**config.mk**
```make
export PLATFORM = sky130hd
export DESIGN_NAME = disp_addr_counter
export DESIGN_NICKNAME = d
export VERILOG_FILES = /design/src/rtl/dac_pkg.sv /design/src/rtl/dac_dir_reg.sv /design/src/rtl/dac_step.sv /design/src/rtl/disp_addr_counter.sv
export SDC_FILE = /design/constraint.sdc
export NUM_CORES = 1
export LEC_CHECK = 0
export BUFFER_PORTS_ARGS = -buffer_cell sky130_fd_sc_hd__clkbuf_2
export CAP_MARGIN = 15
export CORE_MARGIN = 2
export CORE_UTILIZATION = 49
export CTS_BUF_LIST = sky130_fd_sc_hd__clkbuf_2
export DETAILED_ROUTE_END_ITERATION = 10
export PLACE_DENSITY = 0.88
export REMOVE_ABC_BUFFERS = 1
export SLEW_MARGIN = 40
export SYNTH_ARGS = -nofsm -noshare
export SYNTH_HDL_FRONTEND = slang
export SYNTH_SLANG_ARGS = --single-unit
export TNS_END_PERCENT = 5
```
**constraint.sdc**
```tcl
create_clock -name clk -period 1.8 [get_ports clk]
set_input_delay 0.27 -clock clk [delete_from_list [all_inputs] [get_ports clk]]
set_output_delay 0.27 -clock clk [all_outputs]
set_load 0.02 [all_outputs]
```
**src/rtl/dac_pkg.sv**
```systemverilog
`timescale 1ns/1ps
package dac_pkg;
    typedef enum logic [1:0] {
        LAY_WIDE  = 2'b00,
        LAY_TWO   = 2'b01,
        LAY_SHORT = 2'b10
    } layout_e;

    typedef enum logic {
        TGT_DISPLAY = 1'b0,
        TGT_PATTERN = 1'b1
    } target_e;
endpackage

```
**src/rtl/dac_dir_reg.sv**
```systemverilog
`timescale 1ns/1ps
module dac_dir_reg (
    input  logic clk,
    input  logic rst_n,
    input  logic dir_wr,
    input  logic dir_up_in,
    output logic dir_up
);
    always_ff @(posedge clk) begin
        if (!rst_n)      dir_up <= 1'b1;
        else if (dir_wr) dir_up <= dir_up_in;
    end

    logic armed;
    always_ff @(posedge clk) begin
        if (!rst_n) armed <= 1'b0;
        else        armed <= 1'b1;
    end

    // the direction changes only through a write
    assert_dir_hold_R12: assert property (@(posedge clk) disable iff (!rst_n)
        armed && !dir_wr |=> $stable(dir_up));
endmodule

```
**src/rtl/dac_step.sv**
```systemverilog
`timescale 1ns/1ps
module dac_step #(
    parameter int AW         = 7,
    parameter int WIDE_SPAN  = 80,
    parameter int LINE_SPAN  = 40,
    parameter int LINE2_BASE = 64,
    parameter int SHORT_SPAN = 40
) (
    input  logic [AW-1:0] cur,
    input  logic [1:0]    layout,
    input  logic          pattern,
    input  logic          up,
    output logic [AW-1:0] nxt
);
    import dac_pkg::*;

    localparam logic [AW-1:0] ONE        = AW'(1);
    localparam logic [AW-1:0] ZERO       = '0;
    localparam logic [AW-1:0] WIDE_LAST  = AW'(WIDE_SPAN - 1);
    localparam logic [AW-1:0] L1_LAST    = AW'(LINE_SPAN - 1);
    localparam logic [AW-1:0] L2_FIRST   = AW'(LINE2_BASE);
    localparam logic [AW-1:0] L2_LAST    = AW'(LINE2_BASE + LINE_SPAN - 1);
    localparam logic [AW-1:0] SHORT_LAST = AW'(SHORT_SPAN - 1);

    always_comb begin
        nxt = up ? cur + ONE : cur - ONE;
        if (!pattern) begin
            unique case (layout)
                LAY_TWO: begin
                    if (up) begin
                        if (cur == L1_LAST)      nxt = L2_FIRST;
                        else if (cur == L2_LAST) nxt = ZERO;
                    end else begin
                        if (cur == ZERO)          nxt = L2_LAST;
                        else if (cur == L2_FIRST) nxt = L1_LAST;
                    end
                end
                LAY_SHORT: begin
                    if (up && cur == SHORT_LAST) nxt = ZERO;
                    else if (!up && cur == ZERO) nxt = SHORT_LAST;
                end
                default: begin
                    if (up && cur == WIDE_LAST)  nxt = ZERO;
                    else if (!up && cur == ZERO) nxt = WIDE_LAST;
                end
            endcase
        end
    end
endmodule

```
**src/rtl/disp_addr_counter.sv**
```systemverilog
`timescale 1ns/1ps
module disp_addr_counter #(
    parameter int AW         = 7,
    parameter int WIDE_SPAN  = 80,
    parameter int LINE_SPAN  = 40,
    parameter int LINE2_BASE = 64,
    parameter int SHORT_SPAN = 40
) (
    input  logic          clk,
    input  logic          rst_n,
    input  logic [1:0]    layout,
    input  logic          dir_wr,
    input  logic          dir_up_in,
    input  logic          load_disp,
    input  logic          load_pat,
    input  logic [AW-1:0] load_val,
    input  logic          access,
    input  logic          cursor_en,
    output logic [AW-1:0] addr,
    output logic          pattern_sel,
    output logic          dir_up,
    output logic          cursor_show
);
    import dac_pkg::*;

    localparam logic [AW-1:0] ONE     = AW'(1);
    localparam logic [AW-1:0] L1_LAST = AW'(LINE_SPAN - 1);
    localparam logic [AW-1:0] L2_LO   = AW'(LINE2_BASE);
    localparam logic [AW-1:0] L2_HI   = AW'(LINE2_BASE + LINE_SPAN - 1);

    target_e       tgt_q, tgt_d;
    logic [AW-1:0] step_nxt;

    dac_dir_reg u_dir (
        .clk      (clk),
        .rst_n    (rst_n),
        .dir_wr   (dir_wr),
        .dir_up_in(dir_up_in),
        .dir_up   (dir_up)
    );

    dac_step #(
        .AW        (AW),
        .WIDE_SPAN (WIDE_SPAN),
        .LINE_SPAN (LINE_SPAN),
        .LINE2_BASE(LINE2_BASE),
        .SHORT_SPAN(SHORT_SPAN)
    ) u_step (
        .cur    (addr),
        .layout (layout),
        .pattern(tgt_q == TGT_PATTERN),
        .up     (dir_up),
        .nxt    (step_nxt)
    );

    // target state machine: next state
    always_comb begin
        tgt_d = tgt_q;
        unique case (tgt_q)
            TGT_DISPLAY: if (!load_disp && load_pat) tgt_d = TGT_PATTERN;
            TGT_PATTERN: if (load_disp)              tgt_d = TGT_DISPLAY;
        endcase
    end

    // state register
    always_ff @(posedge clk) begin
        if (!rst_n) tgt_q <= TGT_DISPLAY;
        else        tgt_q <= tgt_d;
    end

    // address register: loads win over the step
    always_ff @(posedge clk) begin
        if (!rst_n)         addr <= '0;
        else if (load_disp) addr <= load_val;
        else if (load_pat)  addr <= {addr[AW-1], load_val[AW-2:0]};
        else if (access)    addr <= step_nxt;
    end

    // outputs
    always_comb begin
        unique case (tgt_q)
            TGT_DISPLAY: begin pattern_sel = 1'b0; cursor_show = cursor_en; end
            TGT_PATTERN: begin pattern_sel = 1'b1; cursor_show = 1'b0;      end
        endcase
    end

    logic armed;
    always_ff @(posedge clk) begin
        if (!rst_n) armed <= 1'b0;
        else        armed <= 1'b1;
    end

    logic in_two;
    assign in_two = (addr <= L1_LAST) || (addr >= L2_LO && addr <= L2_HI);

    assert_disp_load_R8: assert property (@(posedge clk) disable iff (!rst_n)
        armed && load_disp |=> addr == $past(load_val) && !pattern_sel);

    assert_pat_keep6_R7: assert property (@(posedge clk) disable iff (!rst_n)
        armed && load_pat && !load_disp |=> addr[AW-1] == $past(addr[AW-1]) && pattern_sel);

    assert_cursor_off_R10: assert property (@(posedge clk) disable iff (!rst_n)
        armed && load_pat && !load_disp |=> !cursor_show);

    assert_pat_step_R9: assert property (@(posedge clk) disable iff (!rst_n)
        armed && access && !load_disp && !load_pat && pattern_sel
        |=> addr == ($past(dir_up) ? $past(addr) + ONE : $past(addr) - ONE));

    assert_idle_hold_R2: assert property (@(posedge clk) disable iff (!rst_n)
        armed && !access && !load_disp && !load_pat |=> $stable(addr));

    assert_two_range_R4: assert property (@(posedge clk) disable iff (!rst_n)
        armed && access && !load_disp && !load_pat && !pattern_sel
        && layout == LAY_TWO && in_two |=> in_two);
endmodule

```
==> summary.md <==
| Metric | Value |
|---|---|
| Critical path arrival | 2.07 ns |
| Synth Cell Area | roughly 1000 um^2 |
| Internal power | about 0.00047 W |
| Antenna diodes | 0 |
| Initial antenna violation count | 0 |
| Storage element area | ~190 um^2 |
| Clock sink total | 9 |
| DRT iter0 DRCs | 76 |
| Chip Width | approximately 50 um |
| Synth unique cells | 50 |
| Synth area leaders | dfxtp_1, ha_1, o21ai_0, a21oi_1, nand2_1 |
| GRT Total Usage | 0.284 |
| Slew headroom | 0.717 |
| DR WL/cell | roughly 18 um |
| Share of cells above drive strength 1 | 0.410 |
| Rows | 16 |
| Core Util, Final | 0.708 |
| GP Congestion | between 1 and 1.5 |
| Status | complete, but fails checks |
| Core region area | about 2000 um^2 |
| RSZ-0062 raised after global routing | yes |
| First-pass GRT wire length | ~5300 um |
| Data required, critical path | about 2.0 ns |
| Overflow after GRT | 0 |
| Crit path time final | between 1.5 and 2 ns |
| Layout net count | between 200 and 250 |
| Clk buf depth | 2 |
| Number of nets with antenna violations after routing | 0 |
| Synth Warn # | 0 |
| Largest net degree at the start of global routing | 13 |
| Vias | about 1,300 |
| Pleak | roughly 0.63 nW |
| Full die area | between 2000 and 3000 um^2 |
| Crit Path Category | reg2reg |
| H-tree level count | 1 |
| Post-Synth XOR/XNOR Area | 0.0420 |
| Final number of hold-violating endpoints | 0 |
| Vias in the first global route | approximately 1,200 |
| Placed Cells | 200 |
| Post-synthesis compound-gate area fraction | 0.363 |
| Clk_lat worst skew | 0.29 ns |
| Residual DRC | 0 |
| Worst-Margin Slew | ~0.42 ns |
| Failing checks | setup timing |
| Crit. End Element | flip-flop |
| CTS Buf Count | 3 |
| Final period util | 1.04 |
| Seq pwr share | 0.304 |
| Max incr delay on CP | 0.59 ns |
| Ys async rst share | 0 |
| Post-synthesis sequential area ratio | 0.173 |
| CTS root buf | clkbuf_2 |
| CP Launch Type | flip-flop |
| CTS tree | built |
| Hold WC Path Type | in2reg |
| VDD IR max | 0.415 mV |
| Fin. max-slew vios | 0 |
| Worst Skew | approximately 0.007 ns |
| Adder-Cell Fraction of Synth Area | 0.103 |
| Total chip power | slightly above 0.0008 W |
| Fmax | approximately 540 MHz |
| Die Y | 50.1 um |
| Synthesized flop and latch total | 9 |
| Initial Utilization | 0.527 |
| Largest family of logic cells by synthesized area | compound AO/OA/AOI/OAI gates |
| Non-Filler Instances | about 210 |
| Net load switching power | 0.000346 W |
| DR vias/cell | between 6 and 7 |
| Critical-path top delay cell | or4_4 |
| PortBufs | 26 |
| Synth Area in Simple Gates | 0.248 |
| Synth-to-Final Area Change | 34.5% |
| Detailed Routing Iterations Pass 1 | 4 |
| Final setup viols | 4 |
| Max-cap violations | 0 |
| Post-synth top area share | 0.173 |
| Post-Synthesis Mean Instance Area | approximately 7.7 um^2 |
| Power Density | 579 nW/um^2 |
| Clock-pin slew on the worst setup and hold paths | around 0.10 ns |
| Fill cells | approximately 150 |
| Multi-input logic area | 865 um^2 |
| Mux cell area share after synthesis | 0.00959 |
| Combinational power share | 0.511 |
| Clock network power share | 0.185 |
| Crit-path cells | or4_4, buf_6, o31a_2, o22ai_2, nand2_1, a31oi_1 |
| EDFF count, synth | 0 |
| Mapped Cells | 135 |
| IO Count | 27 |
| Sw Ratio | 0.426 |
| Most used DFF post-synth | dfxtp_1 |
| Worst Slack Setup Final | -0.0667 ns |
| Final wirelength | between 3000 and 4000 um |
| Commonest cells in the synthesized netlist | nand2_1, nor2_1, o21ai_0 |
| Post-DP HPWL | roughly 2600 um |
| Most area-hungry cell type in the Yosys netlist | dfxtp_1 |
| Critical path peak fanout | 5 |
[worst paths after layout]
path	from	to	slack, ns	depth (start not counted)
min	dir_wr	u_dir.dir_up$_SDFFE_PN1P_	0.19	2
max reg2reg	addr[1]$_SDFFE_PN0P_	addr[1]$_SDFFE_PN0P_	-0.07	6
max	addr[1]$_SDFFE_PN0P_	addr[1]$_SDFFE_PN0P_	-0.07	6
min reg2reg	tgt_q$_SDFF_PN0_	tgt_q$_SDFF_PN0_	0.67	2
[power groups by stage]
stage                     combinational [W]  clock [W]  sequential (W)
final                              0.000416   0.000151        0.000247
after global routing               0.000448   0.000162        0.000250
after CTS                          0.000372   0.000151        0.000242
after detailed placement           0.000364          0        0.000245
after global placement             0.000347          0        0.000243
after floorplan                    0.000200          0        0.000266
[through the flow]
| step | cell area [um^2] | hold slack, ns | TNS, ns | setup slack, ns |
|---|---|---|---|---|
| 3_3_place_gp | 1300 | 0.490 | -0.0224 | -0.0224 |
| 3_5_place_dp | 1300 | 0.501 | -0.228 | -0.172 |
| 4_1_cts | 1330 | 0.186 | 0 | 0.00377 |
| 2_1_floorplan | 1010 | 0.346 | -1.30 | -0.364 |
| 6_report | 1400 | 0.194 | -0.125 | -0.0667 |
| 5_1_grt | 1400 | 0.191 | -0.464 | -0.132 |
[cell type report]
| class | instances | share of cell area |
|---|---|---|
| Sequential cell | 9 | 0.135 |
| Clock buffer | 4 | 0.0143 |
| Multi-Input combinational cell | 113 | 0.616 |
| Timing Repair Buffer | 43 | 0.186 |
| Inverter | 9 | 0.0241 |
| Tap cell | 27 | 0.0241 |
[critical path, delay by kind of cell, from the launching register on]
| family | cells | cell delay [ns] |
|---|---|---|
| buf+inv | 1 | 0.14 |
| flops | 1 | 0.38 |
| compound gates | 3 | 0.58 |
| simple gates | 2 | 0.68 |
[flip-flops by register name (all words and copies together), names as in the netlist]
name and cells:
tgt_q 1, addr 7, u_dir.dir_up 1
[kinds of logic after synthesis]
family / after synthesis
AO/OA/AOI/OAI: 53
multiplexers: 1
adder cells (fa/ha/maj): 8
flip-flops: 9
XOR/XNOR: 5
AND/OR/NAND/NOR: 46
buffers and inverters: 13
[layer usage]
layer	global-route usage	up-vias	routed length [um]
met3	0.0714	26	321
met4	0.190	0	199
li1	-	600	-
met1	0.336	604	1390
met5	0	-	0
met2	0.450	94	1700
[repair_timing]
| action | in CTS | in global routing |
|---|---|---|
| pin swaps | 2 | 10 |
| buffers inserted | 0 | 1 |
| endpoints found under the setup margin | 5 | 6 |
| gates cloned | 0 | 0 |
| endpoints found under the hold margin | 0 | 0 |
| hold buffers | 0 | 0 |
| resized for setup | 7 | 16 |
[cells in the final DEF, fill, tap and decap left out, types with 2 or more instances in the layout]
cell / n
a211oi_2: 3
a21oi_1: 8
a311oi_1: 2
and3_1: 4
buf_4: 16
clkbuf_2: 30
dfxtp_1: 5
dfxtp_2: 2
dfxtp_4: 2
ha_1: 6
inv_1: 8
nand2_1: 12
nand3_1: 3
nor2_1: 11
nor2b_1: 2
o211ai_1: 2
o21a_1: 2
o21ai_0: 10
o21ai_1: 2
o21bai_1: 3
o2bb2ai_1: 2
o311a_1: 3
o31ai_1: 2
or2_2: 2
xnor2_1: 2
xor2_1: 2
Note: power is estimated with default switching activity, not from simulation.
